[src/rtl/rf_pkg.sv]
package rf_pkg;
  localparam int NUM_LREG   = 16;
  localparam int LREG_W     = 4;
  localparam int NUM_PHYS   = 31;
  localparam int PHYS_W     = $clog2(NUM_PHYS);
  localparam int FIQ_BASE   = 16;
  localparam int PAIR_BASE  = 23;
  localparam int NUM_SAVED  = 5;
  localparam int MODE_W     = 3;

  typedef enum logic [MODE_W-1:0] {
    MODE_USR = 3'd0,
    MODE_FIQ = 3'd1,
    MODE_IRQ = 3'd2,
    MODE_SVC = 3'd3,
    MODE_ABT = 3'd4,
    MODE_UND = 3'd5
  } mode_e;
endpackage

[src/rtl/rf_bank_map.sv]
module rf_bank_map
  import rf_pkg::*;
(
  input  mode_e                mode_i,
  input  logic [LREG_W-1:0]    lreg_i,
  output logic [PHYS_W-1:0]    preg_o
);
  always_comb begin
    preg_o = PHYS_W'(lreg_i);
    if (lreg_i >= 4'd8 && lreg_i != 4'd15) begin
      if (mode_i == MODE_FIQ) begin
        preg_o = PHYS_W'(FIQ_BASE) + PHYS_W'(lreg_i - 4'd8);
      end else if (lreg_i >= 4'd13 && mode_i != MODE_USR) begin
        // one pair per mode, irq first
        preg_o = PHYS_W'(PAIR_BASE) + PHYS_W'({mode_i - 3'd2, 1'b0})
               + PHYS_W'(lreg_i - 4'd13);
      end
    end
  end
endmodule

[src/rtl/rf_gpr_store.sv]
module rf_gpr_store
  import rf_pkg::*;
#(
  parameter int DATA_W = 32
) (
  input  logic              clk_i,
  input  logic              rst_ni,
  input  logic              we_i,
  input  logic [PHYS_W-1:0] waddr_i,
  input  logic [DATA_W-1:0] wdata_i,
  input  logic [PHYS_W-1:0] raddr_a_i,
  output logic [DATA_W-1:0] rdata_a_o,
  input  logic [PHYS_W-1:0] raddr_b_i,
  output logic [DATA_W-1:0] rdata_b_o
);
  logic [DATA_W-1:0] mem_q [NUM_PHYS];

  always_ff @(posedge clk_i or negedge rst_ni) begin
    if (!rst_ni) begin
      for (int i = 0; i < NUM_PHYS; i++) mem_q[i] <= '0;
    end else if (we_i) begin
      mem_q[waddr_i] <= wdata_i;
    end
  end

  assign rdata_a_o = mem_q[raddr_a_i];
  assign rdata_b_o = mem_q[raddr_b_i];
endmodule

[src/rtl/rf_status.sv]
module rf_status
  import rf_pkg::*;
#(
  parameter int DATA_W = 32
) (
  input  logic              clk_i,
  input  logic              rst_ni,
  input  mode_e             cur_mode_i,
  input  mode_e             tgt_mode_i,
  input  logic              exc_entry_i,
  input  logic              cpsr_we_i,
  input  logic [DATA_W-1:0] cpsr_wdata_i,
  input  logic              spsr_we_i,
  input  logic [DATA_W-1:0] spsr_wdata_i,
  output logic [DATA_W-1:0] cpsr_o,
  output logic [DATA_W-1:0] spsr_o
);
  logic [DATA_W-1:0] cpsr_q;
  logic [DATA_W-1:0] spsr_q [NUM_SAVED];
  logic [MODE_W-1:0] cur_slot, tgt_slot;

  assign cur_slot = cur_mode_i - 3'd1;
  assign tgt_slot = tgt_mode_i - 3'd1;

  always_ff @(posedge clk_i or negedge rst_ni) begin
    if (!rst_ni) begin
      cpsr_q <= '0;
    end else if (cpsr_we_i) begin
      cpsr_q <= cpsr_wdata_i;
    end
  end

  for (genvar s = 0; s < NUM_SAVED; s++) begin : g_saved
    always_ff @(posedge clk_i or negedge rst_ni) begin
      if (!rst_ni) begin
        spsr_q[s] <= '0;
      end else if (exc_entry_i && tgt_mode_i != MODE_USR && tgt_slot == MODE_W'(s)) begin
        spsr_q[s] <= cpsr_q;
      end else if (spsr_we_i && cur_mode_i != MODE_USR && cur_slot == MODE_W'(s)) begin
        spsr_q[s] <= spsr_wdata_i;
      end
    end
  end

  assign cpsr_o = cpsr_q;
  assign spsr_o = (cur_mode_i == MODE_USR) ? cpsr_q : spsr_q[cur_slot];
endmodule

[src/rtl/banked_regfile.sv]
module banked_regfile
  import rf_pkg::*;
#(
  parameter int DATA_W = 32
) (
  input  logic              clk_i,
  input  logic              rst_ni,
  input  logic [2:0]        mode_i,
  input  logic              mode_we_i,
  input  logic              exc_entry_i,
  output logic [2:0]        mode_o,
  input  logic [3:0]        raddr_a_i,
  output logic [DATA_W-1:0] rdata_a_o,
  input  logic [3:0]        raddr_b_i,
  output logic [DATA_W-1:0] rdata_b_o,
  input  logic              we_i,
  input  logic [3:0]        waddr_i,
  input  logic [DATA_W-1:0] wdata_i,
  input  logic              cpsr_we_i,
  input  logic [DATA_W-1:0] cpsr_wdata_i,
  output logic [DATA_W-1:0] cpsr_o,
  input  logic              spsr_we_i,
  input  logic [DATA_W-1:0] spsr_wdata_i,
  output logic [DATA_W-1:0] spsr_o
);
  localparam int NUM_PORTS = 3;  // read A, read B, write

  mode_e mode_q, mode_tgt;
  logic [LREG_W-1:0] lreg [NUM_PORTS];
  logic [PHYS_W-1:0] preg [NUM_PORTS];

  // unknown codes fall back to user
  assign mode_tgt = (mode_i > 3'd5) ? MODE_USR : mode_e'(mode_i);

  always_ff @(posedge clk_i or negedge rst_ni) begin
    if (!rst_ni) begin
      mode_q <= MODE_USR;
    end else if (mode_we_i || exc_entry_i) begin
      mode_q <= mode_tgt;
    end
  end

  assign lreg[0] = raddr_a_i;
  assign lreg[1] = raddr_b_i;
  assign lreg[2] = waddr_i;

  for (genvar p = 0; p < NUM_PORTS; p++) begin : g_map
    rf_bank_map u_map (
      .mode_i (mode_q),
      .lreg_i (lreg[p]),
      .preg_o (preg[p])
    );
  end

  rf_gpr_store #(.DATA_W(DATA_W)) u_store (
    .clk_i     (clk_i),
    .rst_ni    (rst_ni),
    .we_i      (we_i),
    .waddr_i   (preg[2]),
    .wdata_i   (wdata_i),
    .raddr_a_i (preg[0]),
    .rdata_a_o (rdata_a_o),
    .raddr_b_i (preg[1]),
    .rdata_b_o (rdata_b_o)
  );

  rf_status #(.DATA_W(DATA_W)) u_status (
    .clk_i        (clk_i),
    .rst_ni       (rst_ni),
    .cur_mode_i   (mode_q),
    .tgt_mode_i   (mode_tgt),
    .exc_entry_i  (exc_entry_i),
    .cpsr_we_i    (cpsr_we_i),
    .cpsr_wdata_i (cpsr_wdata_i),
    .spsr_we_i    (spsr_we_i),
    .spsr_wdata_i (spsr_wdata_i),
    .cpsr_o       (cpsr_o),
    .spsr_o       (spsr_o)
  );

  assign mode_o = mode_q;
endmodule

[config.mk]
export PLATFORM = sky130hd
export DESIGN_NAME = banked_regfile
export DESIGN_NICKNAME = d
export VERILOG_FILES = /design/src/rtl/rf_pkg.sv /design/src/rtl/rf_bank_map.sv /design/src/rtl/rf_gpr_store.sv /design/src/rtl/rf_status.sv /design/src/rtl/banked_regfile.sv
export SDC_FILE = /design/constraint.sdc
export NUM_CORES = 2
export LEC_CHECK = 0
export ABC_CLOCK_PERIOD_IN_PS = 3700
export BUFFER_PORTS_ARGS = -buffer_cell sky130_fd_sc_hd__clkbuf_2
export CAP_MARGIN = 10
export CORE_MARGIN = 2
export CORE_UTILIZATION = 47
export DETAILED_ROUTE_END_ITERATION = 16
export PLACE_DENSITY_LB_ADDON = 0.05
export SYNTH_ARGS = -nofsm -noshare
export SYNTH_HDL_FRONTEND = slang
export SYNTH_HIERARCHICAL = 1
export SYNTH_SLANG_ARGS = --single-unit
[constraint.sdc]
create_clock -name clk_i -period 3.7 [get_ports clk_i]
set_input_delay 0.555 -clock clk_i [delete_from_list [all_inputs] [get_ports clk_i]]
set_output_delay 0.555 -clock clk_i [all_outputs]
set_load 0.1 [all_outputs]
Yosys cells after proc, flatten, opt, wreduce, memory -nomap -nowiden
Cells that the tools add are included.

Register bits: 1187. Input port bits: 118. Output and inout port bits: 131. Word-level logic and storage cells: 145.

Add/sub/neg operators: 16. Order comparisons: 12. Equality and inequality tests: 12. Multiplexer cells: 33. Bitwise operators: 4. Reductions and logical operators: 30.

Operator list (count): bitwise mux 992 bit (1); 2-to-1 mux 32 bit (18); binary-select mux 32 bit (select 5 bit) (2); demux 32 bit (select 5 bit) (1); binary-select mux 32 bit (select 3 bit) (1); 2-to-1 mux 5 bit (9); subtractor 4 x 4 -> 5 bit (second input constant) (6); greater-or-equal comparator 4 bit (second input constant) (7); logical AND 1 bit (19); greater-or-equal comparator 6 bit (second input constant) (3); inverter 5 -> 6 bit (3); adder 5 bit (3); adder 5 bit (first input constant) (3); equality test 3 x 2 -> 1 bit (second input constant) (4); != test 4 bit (second input constant) (3); nonzero test 2 bit (5); equality test 3 x 1 -> 1 bit (second input constant) (3); zero test 3 bit (3); equality test 3 bit (second input constant) (2); < comparator 6 x 1 -> 1 bit (second input constant) (1); nonzero test 3 bit (2); subtractor 3 x 1 -> 3 bit (second input constant) (2); adder 5 x 4 -> 5 bit (first input constant) (1); inverter 3 -> 4 bit (1); 4 further kinds (4).

Logic depth before layout (Yosys ltp)
Word-level depth: 12. Mapped depth: 15.

Modules after synthesis
Netlist, hierarchy kept.

By module, submodules not included: rf_gpr_store (times used 1, cells each 3616, area an instance 52550.4 µm², seq. area each 24823.8 µm²); rf_status (times used 1, cells each 1127, area an instance 10294.9 µm², seq. area each 4804.6 µm²); rf_bank_map (times used 3, cells each 26, area an instance 215.2 µm², seq. area each 0.0 µm²); banked_regfile (times used 1, cells each 10, area an instance 132.6 µm², seq. area each 75.1 µm²).

Least setup slack after synthesis
Ideal clock, no wire load.

Kind: flip-flop to output port. Start: register mode_q[1] (netlist: mode_o[1]). End: output port rdata_a_o[13]. Data arrival time: 5.766 ns. Data required time: 3.145 ns. Path slack: -2.621 ns. Stages on the path, launching flop included: 12. Path buffers: 2. Cells stage by stage: dfrtp_1 inv_1 ha_1 ha_1 fa_1 nor4b_1 a211oi_1 or3_1 clkbuf_1 clkbuf_1 o22ai_1 a211oi_1.

RTL lines: from (decl) (RTL line banked_regfile.sv:28) `mode_e mode_q, mode_tgt;`; from (signal assigned) (RTL line banked_regfile.sv:39) `mode_q <= mode_tgt;`; to (decl) (RTL line banked_regfile.sv:13) `output logic [DATA_W-1:0] rdata_a_o,`.

==> summary.md <==
| Metric | Value |
|---|---|
| Power dissipated by switching net loads | between 0.015 and 0.02 W |
| Worst reg2reg startpoint | mode_o[1] |
| Number of pins with negative max-slew slack in the final report | 0 |
| Share of final-layout standard cells stronger than drive strength 1 | between 50 and 60% |
| Average footprint of a synthesized cell | approximately 13 um^2 |
| Worst hold path startpoint | cpsr_wdata_i[30] |
| Net count after synthesis | 4970 |
| Finished Core Util | roughly three fifths |
| Synth warn | 6 |
| Seq cells post-synth | 1187 |
| Overall die area | 138000 um^2 |
| Setup slack of the critical path after layout | -1.12 ns |
| Count of max-cap constraint violations | 0 |
| Post-synth EDFFs | 0 |
| Number of rows in the core area | 135 |
| Routed WL per cell | roughly 32 um |
| Register-to-Register Setup Slack | approximately 0.05 ns |
| Die width | 372 um |
| H-tree depth | 4 |
| Placement Cell Area | around 74000 um^2 |
| Worst-path fanout max | 19 |
| Die Y | 372 um |
| Worst Setup End Kind | output pin |
| Area added between synthesis and finish | 28.0% |
| Number of top-level pins | between 200 and 250 |
| Startpoint Class | register |
| Pwr dens | a little under 600 nW/um^2 |
| Antenna violations before repair | 11 |
| Clock-pin slew of the registers on the worst-case setup and hold paths | around 0.06 ns |
| Buf/Inv on CP | 6 |
| Number of clock sinks | 1187 |
| All-Layer GR Usage | between 30% and 40% |
| Skew final | 0.0190 ns |
| Number of different library cells in the post-synthesis netlist | 53 |
| Share of flip-flops with an asynchronous set or reset | 100% |
| Total number of vias | around 46000 |
| Crit-path max cell delay | slightly below 0.6 ns |
| Part of the power in the clock network | 29.2% |
| Pin count of the biggest net entering global routing | 95 |
| Worst slew pin tran | about 0.94 ns |
| Leakage power summed over all cells | between 30 and 40 nW |
| Worst slack at placement | -0.554 ns |
| Top delay family on crit path | buffers and inverters |
| RR Endpoint | u_store/mem_q[333] |
| Class of the tightest hold or removal check | in2reg |
| Internal power summed over all cells | 0.0320 W |
| Number of cells traversed by the worst register-to-register path | 15 |
| Core area | approximately 130000 um^2 |
| Net switching share of the total power | around a third |
| Terminating pin of the worst hold path | u_status/cpsr_o[30] |
| Total Routed Length | 232000 um |
| Initial DRC count | between 4000 and 5000 |
| Run status | finished, violations left |
| Final Hold Vio Count | 0 |
| Violated checks | setup timing |
| Instance count along the most critical hold path | 2 |
| Detailed Place HPWL | between 100000 and 150000 um |
| Cell-by-cell listing of the critical path | buf_4 -> inv_4 -> ha_4 -> ha_4 -> fa_2 -> nor4b_4 -> a211oi_2 -> buf_4 -> buf_12 -> nor2b_4 -> buf_12 -> a22oi_1 -> nand3_1 -> nand4_1 -> buf_12 |
| Crit share post-route | 130% |
| Sequential-to-total area share from yosys stat | between 40% and 50% |
| Worst IR drop on VDD | between 400 and 500 uV |
| CTS tree | built |
| Initial Util | ~47% |
| Unrepaired setup endpoints after global routing | true |
| Number of nets with antenna violations after detailed routing | 0 |
| Port Buf Inserts | approximately 250 |
| Global placement routability congestion | 0.854 |
| Required time of the critical path | ~3.1 ns |
| Combinational share of power | between 30% and 40% |
| Cells after synthesis | 4831 |
| Worst Path Class, Setup | reg2out |
| Buffer type at the clock tree root | clkbuf_16 |
| Post-synthesis cell area | ~64000 um^2 |
| Arrival time at the worst endpoint | between 4 and 5 ns |
| Clock buffer count from CTS | 140 |
| First-pass iteration count of the detailed router | 8 |
| Dominant synthesized flop cell | dfrtp_1 |
| Final number of setup-violating endpoints | 64 |
| Total congestion overflow after global routing | 0 |
| Register share of total power | between 30% and 40% |
| Most frequent cell on the critical path | buf_12 |
| Wire length of the first global-routing pass | 330000 um |
| Worst-skew pair later-pin latency | between 0.7 and 0.8 ns |
| DR vias/cell | 6.43 |
| Critical Path Slowest Stage Cell | fa_2 |
| Number of buffers on the longest clock path | 3 |
| Hold WS | about 0.08 ns |
| Highest achievable clock rate | roughly 0.21 GHz |
| Count of unresolved DRC violations after routing | 0 |
| Via count of the first global-routing pass | between 40000 and 50000 |
| Tightest slew margin relative to the limit | a little under two fifths |
| Summed area of non-filler cells in the final layout | between 80000 and 90000 um^2 |
| Minimum clock period | between 4 and 5 ns |
| Post-layout net count | between 5000 and 6000 |
-- logic make-up (layout without fill, tap and decap cells) --
group	count (synthesis)	count (layout)	share of synthesized area (%)
AOI/OAI and AO/OA	652	653	7.38
xor gates and xnor gates	10	10	0.138
adders and majority gates	21	21	0.448
buffers and inverters	546	1156	4.08
DFF	1187	1187	46.7
muxes	1705	1705	36.4
other	0	5	0
and+or+nand+nor	710	710	4.83
-- through the flow --
step | total power, W | cells | setup TNS, ns
after global routing | 0.0500 | 7228 | -92.32
after floorplan | 0.0283 | 4831 | -31.84
after CTS | 0.0479 | 7173 | -66.88
after detailed placement | 0.0335 | 6856 | -25.53
final | 0.0481 | 7228 | -65.71
after global placement | 0.0332 | 6856 | -26.93
-- metal layers --
metal  global-route usage [%]  up-vias  wire length (um)  part of all wire, %
li1                         -    19300                 -                    -
met1                     46.4    24800             99400                   43
met2                     50.8     1889            107000                   46
met3                     6.23      449             16500                  7.1
met4                     11.7        8              8650                  3.7
met5                        0        -                38                0.016
-- cell type report --
class,count,area [um^2]
clock inverters,30,283
inverters,55,215
multi-input cells,3099,33700
clock buffers,223,4360
fillers,10600,53500
well taps,1781,2230
repair buffers,848,10900
diodes,5,12.5
flip-flops and latches,1187,29700
-- worst register-to-register path: stages, from the launching register on --
cell	delay, ns
dfrtp_4	0.51
buf_4	0.19
xor2_1	0.15
ha_1	0.27
inv_1	0.05
fa_1	0.42
xor2_1	0.15
nor3_1	0.17
o211a_2	0.30
buf_4	0.15
nand3b_1	0.11
buf_12	0.17
nor2_4	0.12
buf_12	0.16
buf_12	0.21
mux2_2	0.39
-- Yosys cell counts, types with 4 or more instances --
cell type	count	area share, %
dfrtp_1	1187	47
mux2_2	1019	18
mux4_2	382	14
mux2i_1	289	4.5
nand2_1	287	1.7
clkbuf_1	243	1.4
nor2_1	218	1.3
a22oi_1	186	2.2
buf_2	147	1.2
nand3_1	104	0.82
a31oi_1	98	0.96
o22ai_1	66	0.65
a21oi_1	64	0.50
o211ai_1	62	0.73
o221ai_1	62	0.85
buf_4	56	0.66
inv_1	55	0.32
a211oi_1	35	0.41
a21boi_0	32	0.38
a41oi_1	32	0.44
nand4_1	32	0.31
buf_1	25	0.15
buf_6	20	0.35
ha_1	18	0.35
nor2b_1	12	0.12
nor3_1	11	0.087
mux2_1	10	0.18
nor2_2	7	0.069
nor3b_1	7	0.083
xor2_1	6	0.083
and2_1	5	0.049
nand2b_1	5	0.049
nand3b_1	4	0.047
xnor2_1	4	0.055
-- worst max path at each step --
stage	to	from	slack [ns]	cells past startpoint
3_3_place_gp	rdata_b_o[28]	raddr_b_i[1]	-0.57	16
6_report	rdata_b_o[11]	mode_o[1]	-1.12	15
4_1_cts	rdata_a_o[28]	mode_o[1]	-1.10	15
2_1_floorplan	rdata_b_o[19]	mode_o[1]	-0.53	12
5_1_grt	rdata_b_o[10]	mode_o[1]	-1.21	16
3_5_place_dp	rdata_b_o[28]	raddr_b_i[1]	-0.55	16
-- sequential cells by signal, summed over array words and instances, names as in the netlist --
signal and cells:
u_store/mem_q 992, u_status/spsr_q 160, u_status/cpsr_o 32, mode_o 3
-- power by group through the flow --
stage / clock network (W) / registers [W] / logic, W
floorplan: 0 / 0.0180 / 0.0103
global placement: 0 / 0.0184 / 0.0148
detailed placement: 0 / 0.0185 / 0.0150
CTS: 0.0143 / 0.0183 / 0.0153
global route: 0.0148 / 0.0188 / 0.0164
finish: 0.0140 / 0.0184 / 0.0156
-- cell usage in the layout (no fill, tap or decap), types with 99 or more instances in the layout --
cell       count
buf_4        259
mux2_2      1019
clkbuf_2     149
nand2_1      263
mux4_2       382
mux2i_1      287
clkbuf_16    168
nor2_1       199
nand3_1       99
dfrtp_1     1184
a22oi_1      123
buf_12       327
-- timing repair --
action | CTS | global route
setup buffers | 31 | 36
pin swaps | 47 | 75
endpoints found under the hold margin | 104 | 0
hold buffers | 32 | 0
resized for setup | 111 | 128
setup endpoints to repair | 117 | 574
cloned | 4 | 20
(Power assumes the default switching activity.)
